**src/rtl/rtc_pkg.sv**
```systemverilog
package rtc_pkg;

    localparam int DATA_W = 32;

    typedef enum logic [2:0] {
        REG_CTRL  = 3'd0,
        REG_IEN   = 3'd1,
        REG_ALARM = 3'd2,
        REG_COUNT = 3'd3,
        REG_DIV   = 3'd4,
        REG_STAT  = 3'd5
    } reg_sel_e;

    typedef enum logic [1:0] {
        BUS_IDLE,
        BUS_CAPTURE,
        BUS_RESPOND
    } bus_state_e;

endpackage

```
**src/rtl/rtc_prescaler.sv**
```systemverilog
module rtc_prescaler #(
    parameter int DIV_TERM = 32767,
    parameter int DIV_W    = 15
) (
    input  logic             clk,
    input  logic             por_n,
    input  logic             soft_clr,
    input  logic             load,
    input  logic [DIV_W-1:0] load_val,
    output logic [DIV_W-1:0] div_q,
    output logic             tick
);

    localparam logic [DIV_W-1:0] TERM_V = DIV_W'(DIV_TERM);

    // Terminal count reached: the next edge wraps and advances the seconds.
    assign tick = (div_q == TERM_V);

    always_ff @(posedge clk or negedge por_n) begin
        if (!por_n) begin
            div_q <= '0;
        end else if (soft_clr) begin
            div_q <= '0;
        end else if (load) begin
            div_q <= load_val;
        end else if (tick) begin
            div_q <= '0;
        end else begin
            div_q <= div_q + DIV_W'(1);
        end
    end

endmodule

```
**src/rtl/rtc_sec_counter.sv**
```systemverilog
module rtc_sec_counter #(
    parameter int SEC_W = 29
) (
    input  logic             clk,
    input  logic             por_n,
    input  logic             soft_clr,
    input  logic             tick,
    input  logic             cnt_wr,
    input  logic             alarm_wr,
    input  logic             clr_flag,
    input  logic [SEC_W-1:0] wval,
    output logic [SEC_W-1:0] cnt_q,
    output logic [SEC_W-1:0] alarm_q,
    output logic             flag_q
);

    logic [SEC_W-1:0] cnt_nxt;
    logic             hit;

    assign cnt_nxt = cnt_q + SEC_W'(1);
    // Compare only on a tick-driven advance, using the value about to load.
    assign hit     = tick && !cnt_wr && (cnt_nxt == alarm_q);

    always_ff @(posedge clk or negedge por_n) begin
        if (!por_n) begin
            cnt_q <= '0;
        end else if (soft_clr) begin
            cnt_q <= '0;
        end else if (cnt_wr) begin
            cnt_q <= wval;
        end else if (tick) begin
            cnt_q <= cnt_nxt;
        end
    end

    // Alarm value survives the soft reset; only power-up clears it.
    always_ff @(posedge clk or negedge por_n) begin
        if (!por_n) begin
            alarm_q <= '0;
        end else if (alarm_wr) begin
            alarm_q <= wval;
        end
    end

    always_ff @(posedge clk or negedge por_n) begin
        if (!por_n) begin
            flag_q <= 1'b0;
        end else if (soft_clr) begin
            flag_q <= 1'b0;
        end else begin
            flag_q <= hit | (flag_q & ~clr_flag);
        end
    end

endmodule

```
**src/rtl/rtc_bus_fsm.sv**
```systemverilog
module rtc_bus_fsm
    import rtc_pkg::*;
(
    input  logic              clk,
    input  logic              por_n,
    input  logic              soft_clr,
    input  logic              req,
    input  logic              wr,
    input  logic [2:0]        addr,
    input  logic              tick,
    input  logic [DATA_W-1:0] rd_word,
    output logic [2:0]        sel_q,
    output logic              wr_en,
    output logic [DATA_W-1:0] rdata,
    output logic              rvalid
);

    bus_state_e state_q;
    bus_state_e state_nxt;
    logic       coll_q;
    logic       rd_start;

    assign rd_start = (state_q == BUS_IDLE) && req && !wr;
    assign wr_en    = (state_q == BUS_IDLE) && req && wr;
    assign rvalid   = (state_q == BUS_RESPOND);

    always_ff @(posedge clk or negedge por_n) begin
        if (!por_n) begin
            state_q <= BUS_IDLE;
        end else if (soft_clr) begin
            state_q <= BUS_IDLE;
        end else begin
            state_q <= state_nxt;
        end
    end

    always_comb begin
        state_nxt = state_q;
        unique case (state_q)
            BUS_IDLE:    if (rd_start) state_nxt = BUS_CAPTURE;
            BUS_CAPTURE: state_nxt = BUS_RESPOND;
            BUS_RESPOND: state_nxt = BUS_IDLE;
            default:     state_nxt = BUS_IDLE;
        endcase
    end

    always_ff @(posedge clk or negedge por_n) begin
        if (!por_n) begin
            sel_q  <= '0;
            coll_q <= 1'b0;
            rdata  <= '0;
        end else if (soft_clr) begin
            sel_q  <= '0;
            coll_q <= 1'b0;
            rdata  <= '0;
        end else begin
            if (rd_start) begin
                sel_q  <= addr;
                coll_q <= tick;
            end
            if (state_q == BUS_CAPTURE) begin
                rdata <= rd_word;
                if (sel_q == REG_COUNT) begin
                    rdata[DATA_W-1] <= coll_q | tick;
                end
            end
        end
    end

endmodule

```
**src/rtl/sec_rtc.sv**
```systemverilog
module sec_rtc
    import rtc_pkg::*;
#(
    parameter int DIV_TERM = 32767,
    parameter int SEC_W    = 29
) (
    input  logic        clk,
    input  logic        por_n,
    input  logic        soft_rst_n,
    input  logic        req,
    input  logic        wr,
    input  logic [2:0]  addr,
    input  logic [31:0] wdata,
    output logic [31:0] rdata,
    output logic        rvalid,
    output logic        ill_wr_err,
    output logic        alarm_irq
);

    localparam int DIV_W = (DIV_TERM < 2) ? 1 : $clog2(DIV_TERM + 1);

    logic              soft_clr;
    logic              wr_en;
    logic [2:0]        sel_q;
    logic [DATA_W-1:0] rd_word;
    logic              lock_q;
    logic              ien_q;
    logic              err_q;
    logic [DIV_W-1:0]  div_q;
    logic              tick;
    logic [SEC_W-1:0]  cnt_q;
    logic [SEC_W-1:0]  alarm_q;
    logic              flag_q;
    logic              div_wr;
    logic              div_bad;
    logic              unused_wd;

    assign soft_clr  = !soft_rst_n;
    assign div_wr    = wr_en && (addr == REG_DIV) && !lock_q;
    assign div_bad   = wr_en && (addr == REG_DIV) && lock_q;
    assign unused_wd = ^wdata;

    always_ff @(posedge clk or negedge por_n) begin
        if (!por_n) begin
            lock_q <= 1'b1;
            ien_q  <= 1'b0;
            err_q  <= 1'b0;
        end else if (soft_clr) begin
            lock_q <= 1'b1;
            ien_q  <= 1'b0;
            err_q  <= 1'b0;
        end else begin
            err_q <= div_bad;
            if (wr_en && addr == REG_CTRL) lock_q <= wdata[0];
            if (wr_en && addr == REG_IEN)  ien_q  <= wdata[0];
        end
    end

    always_comb begin
        rd_word = '0;
        case (sel_q)
            REG_CTRL:  rd_word[0]         = lock_q;
            REG_IEN:   rd_word[0]         = ien_q;
            REG_ALARM: rd_word[SEC_W-1:0] = alarm_q;
            REG_COUNT: rd_word[SEC_W-1:0] = cnt_q;
            REG_DIV:   rd_word[DIV_W-1:0] = div_q;
            REG_STAT:  rd_word[0]         = flag_q;
            default:   rd_word            = '0;
        endcase
    end

    rtc_prescaler #(
        .DIV_TERM (DIV_TERM),
        .DIV_W    (DIV_W)
    ) u_presc (
        .clk      (clk),
        .por_n    (por_n),
        .soft_clr (soft_clr),
        .load     (div_wr),
        .load_val (wdata[DIV_W-1:0]),
        .div_q    (div_q),
        .tick     (tick)
    );

    rtc_sec_counter #(
        .SEC_W (SEC_W)
    ) u_secs (
        .clk      (clk),
        .por_n    (por_n),
        .soft_clr (soft_clr),
        .tick     (tick),
        .cnt_wr   (wr_en && addr == REG_COUNT),
        .alarm_wr (wr_en && addr == REG_ALARM),
        .clr_flag (wr_en && addr == REG_STAT && wdata[0]),
        .wval     (wdata[SEC_W-1:0]),
        .cnt_q    (cnt_q),
        .alarm_q  (alarm_q),
        .flag_q   (flag_q)
    );

    rtc_bus_fsm u_bus (
        .clk      (clk),
        .por_n    (por_n),
        .soft_clr (soft_clr),
        .req      (req),
        .wr       (wr),
        .addr     (addr),
        .tick     (tick),
        .rd_word  (rd_word),
        .sel_q    (sel_q),
        .wr_en    (wr_en),
        .rdata    (rdata),
        .rvalid   (rvalid)
    );

    assign ill_wr_err = err_q;
    assign alarm_irq  = flag_q & ien_q;

endmodule

```
**config.mk**
```make
export PLATFORM = sky130hd
export DESIGN_NAME = sec_rtc
export DESIGN_NICKNAME = d
export VERILOG_FILES = /design/src/rtl/rtc_pkg.sv /design/src/rtl/rtc_prescaler.sv /design/src/rtl/rtc_sec_counter.sv /design/src/rtl/rtc_bus_fsm.sv /design/src/rtl/sec_rtc.sv
export SDC_FILE = /design/constraint.sdc
export NUM_CORES = 1
export LEC_CHECK = 0
export BUFFER_PORTS_ARGS = -buffer_cell sky130_fd_sc_hd__buf_4
export CAP_MARGIN = 20
export CORE_UTILIZATION = 55
export CTS_CLUSTER_SIZE = 40
export DETAILED_ROUTE_END_ITERATION = 8
export GPL_TIMING_DRIVEN = 0
export HOLD_SLACK_MARGIN = 0.03
export PLACE_DENSITY = 0.76
export REMOVE_ABC_BUFFERS = 1
export SKIP_CTS_REPAIR_TIMING = 1
export SYNTH_ARGS = -nofsm -noshare
export SYNTH_HDL_FRONTEND = slang
export SYNTH_SLANG_ARGS = --single-unit
```
**constraint.sdc**
```tcl
create_clock -name clk -period 5.6 [get_ports clk]
set_input_delay 0.56 -clock clk [delete_from_list [all_inputs] [get_ports clk]]
set_output_delay 0.56 -clock clk [all_outputs]
set_load 0.05 [all_outputs]
```
==> metrics.md, run 1 <==
| Metric | Value |
|---|---|
| Status | `finished, final reports clean` |
| First-pass GRT wire length | `~28 mm` |
| Cts bufs inserted | `17` |
| H-tree depth | `4` |
| Critical path class | `flop to flop` |
| Final Cell Area | `7777 um^2` |
| Synth cell count leaders | `dfrtp_1, nand2_1, nor2_1, xnor2_1, o21ai_0` |
| Site Rows | `39` |
| Most used flip-flop cell after synthesis | `dfrtp_1` |
| Register bit total from synthesis | `113` |
| Synth top area share | `0.4180` |
| Hold WC Path Type | `primary input to asynchronous set/reset pin` |
| Clock latency on the worst-skew pair | `~0.42 ns` |
| Synthesized area | `6705 um^2` |
| DIE WIDTH | `112.4 um` |
| DRT Pass-1 Iters | `5` |
| Die area | `around 13000 um^2` |
| All-Layer GR Usage | `0.2874` |
| Vias | `5542` |
| FMAX | `approximately 310 MHz` |
| GP Congestion | `~0.89` |
| Placed instance area | `between 7000 and 8000 um^2` |
| Pwr Density | `just under 300 nW/um^2` |
| Wire length per cell | `around 18 um` |
| Post-route ant nets | `0` |
| Final worst slack | `around 2.3 ns` |
| Setup TNS | `0 ns` |
| Proportion of power drawn by combinational gates | `0.130` |
| Antenna fix cells | `0` |
| Clock Path Buffers | `2` |
| Final Skew | `~0.0079 ns` |
| Period minus WS final | `about 3.3 ns` |
| PortBufs | `69` |
| CP required | `5.93 ns` |
| Setup-failing EPs final | `0` |
| Nets | `between 700 and 800` |
| Placed Instances | `slightly below 900` |
| Non-Filler Instances | `just over 900` |
| Initial DRC Count | `approximately 420` |
| Clk pwr share | `0.457` |
| Synth Instances | `714` |
| Number of global-route vias before repair | `5541` |
| Root buf cell | `clkbuf_16` |
| Sw frac | `0.2573` |
| RSZ-0062 raised after global routing | `false` |
| EDFF count, synth | `0` |
| CP endpoint kind | `flop` |
| Starting Density | `0.5749` |
| Final Slew Violations | `0` |
| Rel. slew slack | `0.3567` |
| I/O pin count | `75` |
| Most frequent cell after synthesis | `dfrtp_1` |
| Leading area contributor after synthesis | `dfrtp_1` |
| Post-DP HPWL | `roughly 11 mm` |
| Final hold vios | `0` |
| Synth area leaders | `dfrtp_1, xnor2_1, mux2_2` |
| WHS | `roughly 0.24 ns` |
| Distinct cell type count after synthesis | `between 60 and 70` |
| Layout cells sized above 1 | `0.2050` |
| Syn avg cell area | `~9.4 um^2` |
| P_int | `approximately 1.7 mW` |
| Arrival time at the worst endpoint | `about 3.6 ns` |
| Layout fillers | `902` |
| Worst vdd ir | `~0.21 mV` |
| Remaining Overflow, GRT | `0` |
| Remaining DRCs | `0` |
| Tcrit/Tclk final | `0.5812` |
| Clock-pin slew on the worst setup and hold paths | `0.05 ns` |
| Core area | `~12000 um^2` |
| Final WL | `between 15 and 20 mm` |
| Crit path max fanout | `13` |
| Vias per cell | `between 6 and 7` |
| Async S/R FF share, synth | `1.000` |
| Largest net degree at the start of global routing | `between 60 and 70` |
| CTS sink cnt | `around 110` |
| Syn. warnings | `0` |
| Dpl ws | `1.804 ns` |
| Pleak | `between 3 and 4 nW` |
| Slew @ Worst Pin | `0.9628 ns` |
| Initial antenna violation count | `0` |
| Maxcap violations | `0` |
| Die Ht | `~110 um` |
| Sequential fraction of design power | `0.413` |
| CTS tree | `done` |
| CP startpoint kind | `flop` |
| Syn-to-layout area delta | `15.99%` |
| Switch Pwr | `just under 0.6 mW` |
| Seq/Total Area, Yosys | `0.4219` |
## layout by cell type, fill, tap and decap left out, types with 3 or more instances in the layout
master and n:
dfrtp_1 111, nand2_1 76, nor2_1 74, buf_4 71
xnor2_1 43, o21ai_0 40, a21oi_1 33, xor2_1 30
a211oi_1 29, mux2_2 29, mux2i_1 25, nand3_1 22
clkbuf_16 17, a22oi_1 14, nor3_1 13, nand4_1 11
nor4_1 11, and3_1 9, inv_1 7, clkbuf_8 7
or3_1 6, a311oi_1 6, and2_1 5, nand2b_1 4
nor3b_1 4, clkbuf_1 4, or4_1 3, a31oi_1 3
o211ai_1 3, nor2b_1 3, clkinv_2 3
## critical path, cell delays in order (launching register included)
cell	delay (ns)
dfrtp_1	0.41
ha_1	0.21
nand3_1	0.22
nor3_4	0.39
nand4_1	0.53
or4_1	0.69
nor4_1	0.26
nand4_1	0.22
o31ai_2	0.25
## final timing paths
check	startpoint	to	slack, ns	cells past startpoint
min reg2reg	u_bus.rdata[23]$_DFFE_PN0P_	u_bus.rdata[23]$_DFFE_PN0P_	0.48	2
min	por_n	u_bus.rdata[1]$_DFFE_PN0P_	0.24	1
min in group clk	soft_rst_n	lock_q$_DFFE_PN1P_	0.34	2
max	u_presc.div_q[0]$_DFF_PN0_	u_secs.flag_q$_DFF_PN0_	2.35	8
max reg2reg	u_presc.div_q[0]$_DFF_PN0_	u_secs.flag_q$_DFF_PN0_	2.35	8
max in group asynchronous	por_n	u_bus.rdata[16]$_DFFE_PN0P_	4.63	2
## layer usage
layer	part of all wire	track usage	wire length (um)
met5	0	0	0
met1	0.44	0.3890	7346
met3	0.068	0.07181	1135
met4	0.018	0.1040	307
met2	0.47	0.4505	7872
## flip-flops by register name, indices dropped and copies added (netlist names)
name / cells
ill_wr_err: 1
u_secs.alarm_q: 29
lock_q: 1
u_secs.flag_q: 1
u_bus.coll_q: 1
u_bus.state_q: 2
u_bus.rdata: 30
u_secs.cnt_q: 29
ien_q: 1
u_presc.div_q: 15
u_bus.sel_q: 3
## area by class of cell
class / count / area (um^2) / share of cell area
sequential: 113 / 2830 / 0.3639
clock buffer: 28 / 536.8 / 0.06902
tap: 143 / 178.9 / 0.02301
multi-input combinational: 536 / 3523 / 0.4530
timing repair buffer: 77 / 633.1 / 0.08140
inverter: 8 / 30.03 / 0.003861
clock inverter: 4 / 45.04 / 0.005792
## metrics by stage
stage,total power [mW],utilization
floorplan,1.152,-
global placement,1.246,0.6049
detailed placement,1.268,0.6160
CTS,2.318,0.6659
global route,2.399,0.6669
finish,2.316,0.6669
## power groups by stage
| stage | logic [mW] | clock network, mW | registers, mW |
|---|---|---|---|
| after floorplan | 0.202 | 0 | 0.950 |
| after detailed placement | 0.299 | 0 | 0.968 |
| final | 0.300 | 1.06 | 0.956 |
| after global routing | 0.333 | 1.10 | 0.966 |
| after CTS | 0.302 | 1.06 | 0.955 |
| after global placement | 0.284 | 0 | 0.962 |
## cell families after synthesis
group,after synthesis,share of synthesized area
other,1,0.0005593
flip-flops,113,0.4219
buffers and inverters,66,0.05691
AO/OA/AOI/OAI,142,0.1342
adder cells (fa/ha/maj),2,0.003731
multiplexers,54,0.08602
AND/OR/NAND/NOR,263,0.2013
XOR/XNOR,73,0.09535
(Power assumes the default switching activity.)
==> run 2: changes to the inputs <==
- clock period: 5.6 -> 3.2 ns (I/O delays scaled with it)
==> metrics.md, run 2 (synthesis results as in run 1) <==
| Metric | Value |
|---|---|
| Slew @ Worst Pin | `approximately 0.97 ns` |
| Rel. slew slack | `0.3523` |
| CTS sink cnt | `113` |
| Initial DRC Count | `roughly 420` |
| Most frequent cells in the layout | `dfrtp_1, buf_4, nand2_1` |
| Highest routed layer | `met4` |
| Worst vdd ir | `0.3705 mV` |
| Initial antenna violation count | `0` |
| Number of global-route vias before repair | `5541` |
| Arrival time at the worst endpoint | `3.41 ns` |
| Multi-input gate area | `approximately 3500 um^2` |
| Tcrit/Tclk final | `0.9625` |
| PortBufs | `69` |
| Non-Filler Instances | `916` |
| Post-DP HPWL | `11.04 mm` |
| CP required | `around 3.5 ns` |
| DRT Pass-1 Iters | `6` |
| Met2 WL | `around 8 mm` |
| CP endpoint kind | `flop` |
| Site Rows | `39` |
| WHS | `-0.005616 ns` |
| Final Slew Violations | `0` |
| Remaining Overflow, GRT | `0` |
| Status | `finished with violations` |
| DIE WIDTH | `between 100 and 150 um` |
| H-tree depth | `4` |
| Final Skew | `between 0.007 and 0.008 ns` |
| Vias per cell | `between 6 and 7` |
| Final hold vios | `5` |
| Pwr Density | `517.0 nW/um^2` |
| Wl on met1 | `7.455 mm` |
| Remaining DRCs | `0` |
| Crit path max fanout | `10` |
| I/O pin count | `75` |
| CP startpoint kind | `flop` |
| First-pass GRT wire length | `approximately 28 mm` |
| Die area | `roughly 13000 um^2` |
| Failing checks | `negative hold slack` |
| Maxcap violations | `0` |
| Antenna fix cells | `0` |
| Setup-failing EPs final | `0` |
| FF+latch area | `~2800 um^2` |
| Metal3 WL | `~1.1 mm` |
| CP bufs+invs | `0` |
| Clock-pin slew on the worst setup and hold paths | `about 0.050 ns` |
| Layout fillers | `890` |
| RSZ-0062 raised after global routing | `false` |
| Commonest non-fill, non-tap cell in the layout | `dfrtp_1` |
| Cts bufs inserted | `17` |
| Vias | `5589` |
| Kind of cell adding the most delay to the critical path | `simple AND/OR/NAND/NOR gates` |
| GP Congestion | `between 0.8 and 0.9` |
| Pleak | `3.328 nW` |
| Placed instance area | `roughly 7200 um^2` |
| Clock Path Buffers | `2` |
| Critical path class | `flop to flop` |
| CP peak stage delay | `about 0.6 ns` |
| Max reg flops | `30` |
| CP Cell Sequence | `ha_2 > nand4_4 > or3_2 > xnor2_1 > or4_1 > nor4_1 > nand4_1 > o31ai_2` |
| Critical-path top delay cell | `or3_2` |
| Core area | `between 10000 and 15000 um^2` |
| Starting Density | `0.5749` |
| Top flop regs | `u_bus.rdata: 30 flops, u_secs.alarm_q: 29 flops, u_secs.cnt_q: 29 flops` |
| Final Cell Area | `7836 um^2` |
| Layout cells sized above 1 | `0.2147` |
| CTS tree | `done` |
| Wire length per cell | `about 18 um` |
| Post-route ant nets | `0` |
| FMAX | `324.7 MHz` |
| Placed Instances | `roughly 900` |
| Setup TNS | `0 ns` |
| All-Layer GR Usage | `0.2874` |
| Root buf cell | `clkbuf_16` |
| Hold WC Path Type | `primary input to asynchronous set/reset pin` |
| Final WL | `~17 mm` |
| Nets | `about 800` |
| Clock latency on the worst-skew pair | `around 0.42 ns` |
| Reg with most FFs | `u_bus.rdata` |
| Largest net degree at the start of global routing | `64` |
| Pwr Total | `between 4 and 5 mW` |
| Period minus WS final | `a little over 3 ns` |
| Die Ht | `about 110 um` |
| Syn-to-layout area delta | `16.87%` |
run 2: cell types whose count changed in the layout (fill, tap and decap cells not counted):
cell / previous run / this run
or4_1: 3 / 2
or4_4: 1 / 2
buf_4: 71 / 78
ha_1: 2 / 1
ha_2: 0 / 1
run 2: layout make-up:
| class | count | share of cell area |
|---|---|---|
| clock buffer | 28 | 0.06850 |
| tap | 143 | 0.02283 |
| sequential | 113 | 0.3612 |
| timing repair buffer | 84 | 0.08750 |
| clock inverter | 4 | 0.005748 |
| inverter | 8 | 0.003832 |
| multi-input combinational | 536 | 0.4504 |
run 2: final timing paths:
path                                             start                     endpoint  slack (ns)  cells past startpoint
setup / recovery           u_secs.cnt_q[0]$_DFFE_PN0P_      u_secs.flag_q$_DFF_PN0_        0.12                      8
hold / removal                                   por_n   u_bus.rdata[1]$_DFFE_PN0P_      -0.006                      1
setup reg to reg           u_secs.cnt_q[0]$_DFFE_PN0P_      u_secs.flag_q$_DFF_PN0_        0.12                      8
hold reg to reg            u_bus.rdata[23]$_DFFE_PN0P_  u_bus.rdata[23]$_DFFE_PN0P_        0.48                      2
max in group asynchronous                        por_n  u_bus.rdata[16]$_DFFE_PN0P_        2.47                      2
min in group clk                            soft_rst_n           lock_q$_DFFE_PN1P_        0.10                      2
run 2: metrics by stage:
step,utilization,worst slack (ns)
finish,0.6719,0.1200
detailed placement,0.6160,-0.5963
global route,0.6719,0.02615
global placement,0.6049,-1.097
floorplan,-,0.08965
CTS,0.6659,-0.5876
run 2: per-layer routing:
metal / vias to the layer above / global-route usage
met4: 0 / 0.1040
met3: 30 / 0.07181
li1: 2614 / -
met5: - / 0
met2: 220 / 0.4505
met1: 2725 / 0.3890
run 2: where the power goes:
part / internal, mW / switching, mW / total [mW] / leakage, nW
registers: 1.54 / 0.135 / 1.67 / 1.52
clock network: 1.21 / 0.643 / 1.85 / 0.290
logic: 0.265 / 0.263 / 0.528 / 1.52
==> run 3: changes to the inputs <==
- ABC_AREA: default -> 1
- CTS_BUF_LIST: default -> sky130_fd_sc_hd__clkbuf_4 sky130_fd_sc_hd__clkbuf_8
- PLACE_DENSITY: 0.76 -> 0.75
- SYNTH_HIERARCHICAL: default -> 1
==> metrics.md, run 3 <==
| Metric | Value |
|---|---|
| CP endpoint kind | `flop` |
| Core area | `between 10000 and 15000 um^2` |
| Pleak | `about 4.2 nW` |
| Final hold vios | `0` |
| CP Depth | `11` |
| Compound-Gate Fraction of Synth Area | `0.08346` |
| CP peak stage delay | `approximately 0.44 ns` |
| Status | `finished, final reports clean` |
| Critical-path top delay cell | `dfrtp_1` |
| Kind of cell adding the most delay to the critical path | `simple AND/OR/NAND/NOR gates` |
| Syn. warnings | `6` |
| Starting Density | `0.5667` |
| CTS sink cnt | `115` |
| Syn avg cell area | `a little under 7 um^2` |
| Top flop regs | `u_bus/rdata: 32 flops, u_secs/alarm_q: 29 flops, u_secs/cnt_q: 29 flops` |
| Clock-pin slew on the worst setup and hold paths | `around 0.070 ns` |
| Reg2Reg Depth | `11` |
| Register bit total from synthesis | `around 120` |
| Synth Area in Adders | `0.003485` |
| Die area | `between 10000 and 15000 um^2` |
| Worst vdd ir | `around 0.46 mV` |
| Final Slew Violations | `0` |
| Most frequent cell after synthesis | `nand2_1` |
| Vias per cell | `roughly 5.3` |
| Number of global-route vias before repair | `between 6000 and 7000` |
| Rel. slew slack | `0.3103` |
| Nets | `roughly 1200` |
| Clock Path Buffers | `2` |
| CP required | `3.54 ns` |
| Layout cells sized above 1 | `0.1624` |
| Syn-to-layout area delta | `18.09%` |
| Largest family of logic cells by synthesized area | `simple AND/OR/NAND/NOR gates` |
| CTS tree | `done` |
| Max reg flops | `32` |
| Remaining Overflow, GRT | `0` |
| Synth cell count leaders | `nand2_1, nor2_1, dfrtp_1, inv_1, nand3_1` |
| Critical path class | `flop to flop` |
| Synth area leaders | `dfrtp_1, nand2_1, nor2_1` |
| RSZ-0062 raised after global routing | `false` |
| Synthesized area | `a little over 7000 um^2` |
| Initial DRC Count | `581` |
| XOR/XNOR Fraction of Synth Area | `0.02213` |
| FF+latch area | `about 2900 um^2` |
| Final Skew | `0.01167 ns` |
| DIE WIDTH | `about 120 um` |
| DRT Pass-1 Iters | `5` |
| PortBufs | `between 70 and 80` |
| Maxcap violations | `0` |
| Hold path cells | `2` |
| Dpl ws | `-1.370 ns` |
| Pwr Density | `around 460 nW/um^2` |
| Leading area contributor after synthesis | `dfrtp_1` |
| Seq/Total Area, Yosys | `0.4009` |
| Wire length per cell | `between 10 and 15 um` |
| Remaining DRCs | `0` |
| All-Layer GR Usage | `0.3005` |
| Multi-input gate area | `about 3800 um^2` |
| Async S/R FF share, synth | `1.000` |
| WHS | `between 0.07 and 0.08 ns` |
| EDFF count, synth | `0` |
| Final worst slack | `roughly 0.22 ns` |
| CP startpoint kind | `flop` |
| Tcrit/Tclk final | `0.9327` |
| FMAX | `335.1 MHz` |
| Arrival time at the worst endpoint | `~3.3 ns` |
| Initial antenna violation count | `0` |
| Post-synthesis simple-gate area fraction | `0.4023` |
| Antenna fix cells | `0` |
| Period minus WS final | `roughly 3 ns` |
| Post-synthesis mux area share | `0.007841` |
| Post-route ant nets | `0` |
| Crit path max fanout | `36` |
| Synth top area share | `0.3973` |
| Slew @ Worst Pin | `slightly above 1 ns` |
| Reg2reg setup slack | `~0.22 ns` |
| Most frequent cells in the layout | `nand2_1, nor2_1, dfrtp_1` |
| Commonest non-fill, non-tap cell in the layout | `nand2_1` |
| Reg with most FFs | `u_bus/rdata` |
| Most used flip-flop cell after synthesis | `dfrtp_1` |
| Clock latency on the worst-skew pair | `approximately 0.45 ns` |
| First-pass GRT wire length | `30.77 mm` |
| Distinct cell type count after synthesis | `43` |
| CP Cell Sequence | `nor2_1 > nand2_1 > nor2_1 > nand3_1 > nor2_4 > inv_4 > nand2_2 > buf_16 > nand2_2 > buf_16 > o32ai_1` |
| Vias | `between 6000 and 7000` |
| Post-DP HPWL | `13.34 mm` |
| CP bufs+invs | `3` |
| Largest net degree at the start of global routing | `63` |
| Setup-failing EPs final | `0` |
| Cts bufs inserted | `17` |
| Synth Instances | `about 1000` |
| Setup TNS | `0 ns` |
| Site Rows | `just over 40` |
| Root buf cell | `clkbuf_8` |
| Hold WC Path Type | `primary input to flop` |
| Die Ht | `116.3 um` |
| H-tree depth | `4` |
| I/O pin count | `75` |
| GP Congestion | `0.9332` |
| Final WL | `19.26 mm` |
| Layout fillers | `approximately 1200` |
-- run 3: cell count changes in the layout (fill, tap and decap cells not counted), sizes merged, moves of 25 or more --
cell	previous run	this run
xnor2	43	2
inv	8	99
nand3	25	82
a211oi	30	0
mux2i	25	0
nor2	74	137
nand2	76	440
-- run 3: report_power, final --
group	total [mW]	internal, mW	switching (mW)	leakage (nW)
sequential	1.71	1.58	0.125	1.53
combinational	0.605	0.235	0.370	2.39
clock	1.59	1.00	0.588	0.236
-- run 3: logic make-up after synthesis --
logic type | count (synthesis)
other cells | 1
buf+inv | 135
xor+xnor | 13
flops | 115
simple gates | 679
mux | 5
fa+ha+maj | 2
compound gates | 95
-- run 3: layer usage --
metal,track usage,routed length [um],vias to the layer above
li1,-,-,3470
met1,0.4130,8654,3185
met2,0.4773,8866,286
met3,0.05968,1406,28
met4,0.09744,335,0
met5,0,0,-
-- run 3: cell type report --
type                            instances  share of cell area
Clock buffer                           22             0.03423
Clock inverter                          9             0.02081
Inverter                              101             0.04501
Multi-Input combinational cell        797              0.4433
Sequential cell                       115              0.3395
Tap cell                              172             0.02538
Timing Repair Buffer                   89             0.09178
-- run 3: metrics by stage --
stage | area, um^2 | power (mW) | util | cells
2_1_floorplan | 6998 | 2.086 | - | 1013
3_3_place_gp | 7746 | 2.286 | 0.6113 | 1256
3_5_place_dp | 7906 | 2.316 | 0.6240 | 1265
4_1_cts | 8373 | 3.907 | 0.6608 | 1296
5_1_grt | 8479 | 4.071 | 0.6692 | 1305
6_report | 8479 | 3.899 | 0.6692 | 1305
-- run 3: path summary, 6_finish.rpt --
kind,to,start
worst max-delay path,u_secs/cnt_q[11]$_DFFE_PN0P_,u_bus/state_q[0]$_DFFE_PN0P_
worst min-delay path,lock_q$_DFFE_PN1P_,soft_rst_n
worst max register to register,u_secs/cnt_q[11]$_DFFE_PN0P_,u_bus/state_q[0]$_DFFE_PN0P_
worst min register to register,u_bus/rdata[19]$_DFFE_PN0P_,u_bus/rdata[19]$_DFFE_PN0P_
max in group asynchronous,lock_q$_DFFE_PN1P_,por_n
min in group asynchronous,u_presc/div_q[8]$_DFF_PN0_,por_n
-- run 3: worst register-to-register path: cells and delay by family, from the launching register on --
family	cells	cell delay, ns
AOI/OAI and AO/OA	1	0.30
and+or+nand+nor	7	1.46
DFF	1	0.44
buffers and inverters	3	0.70
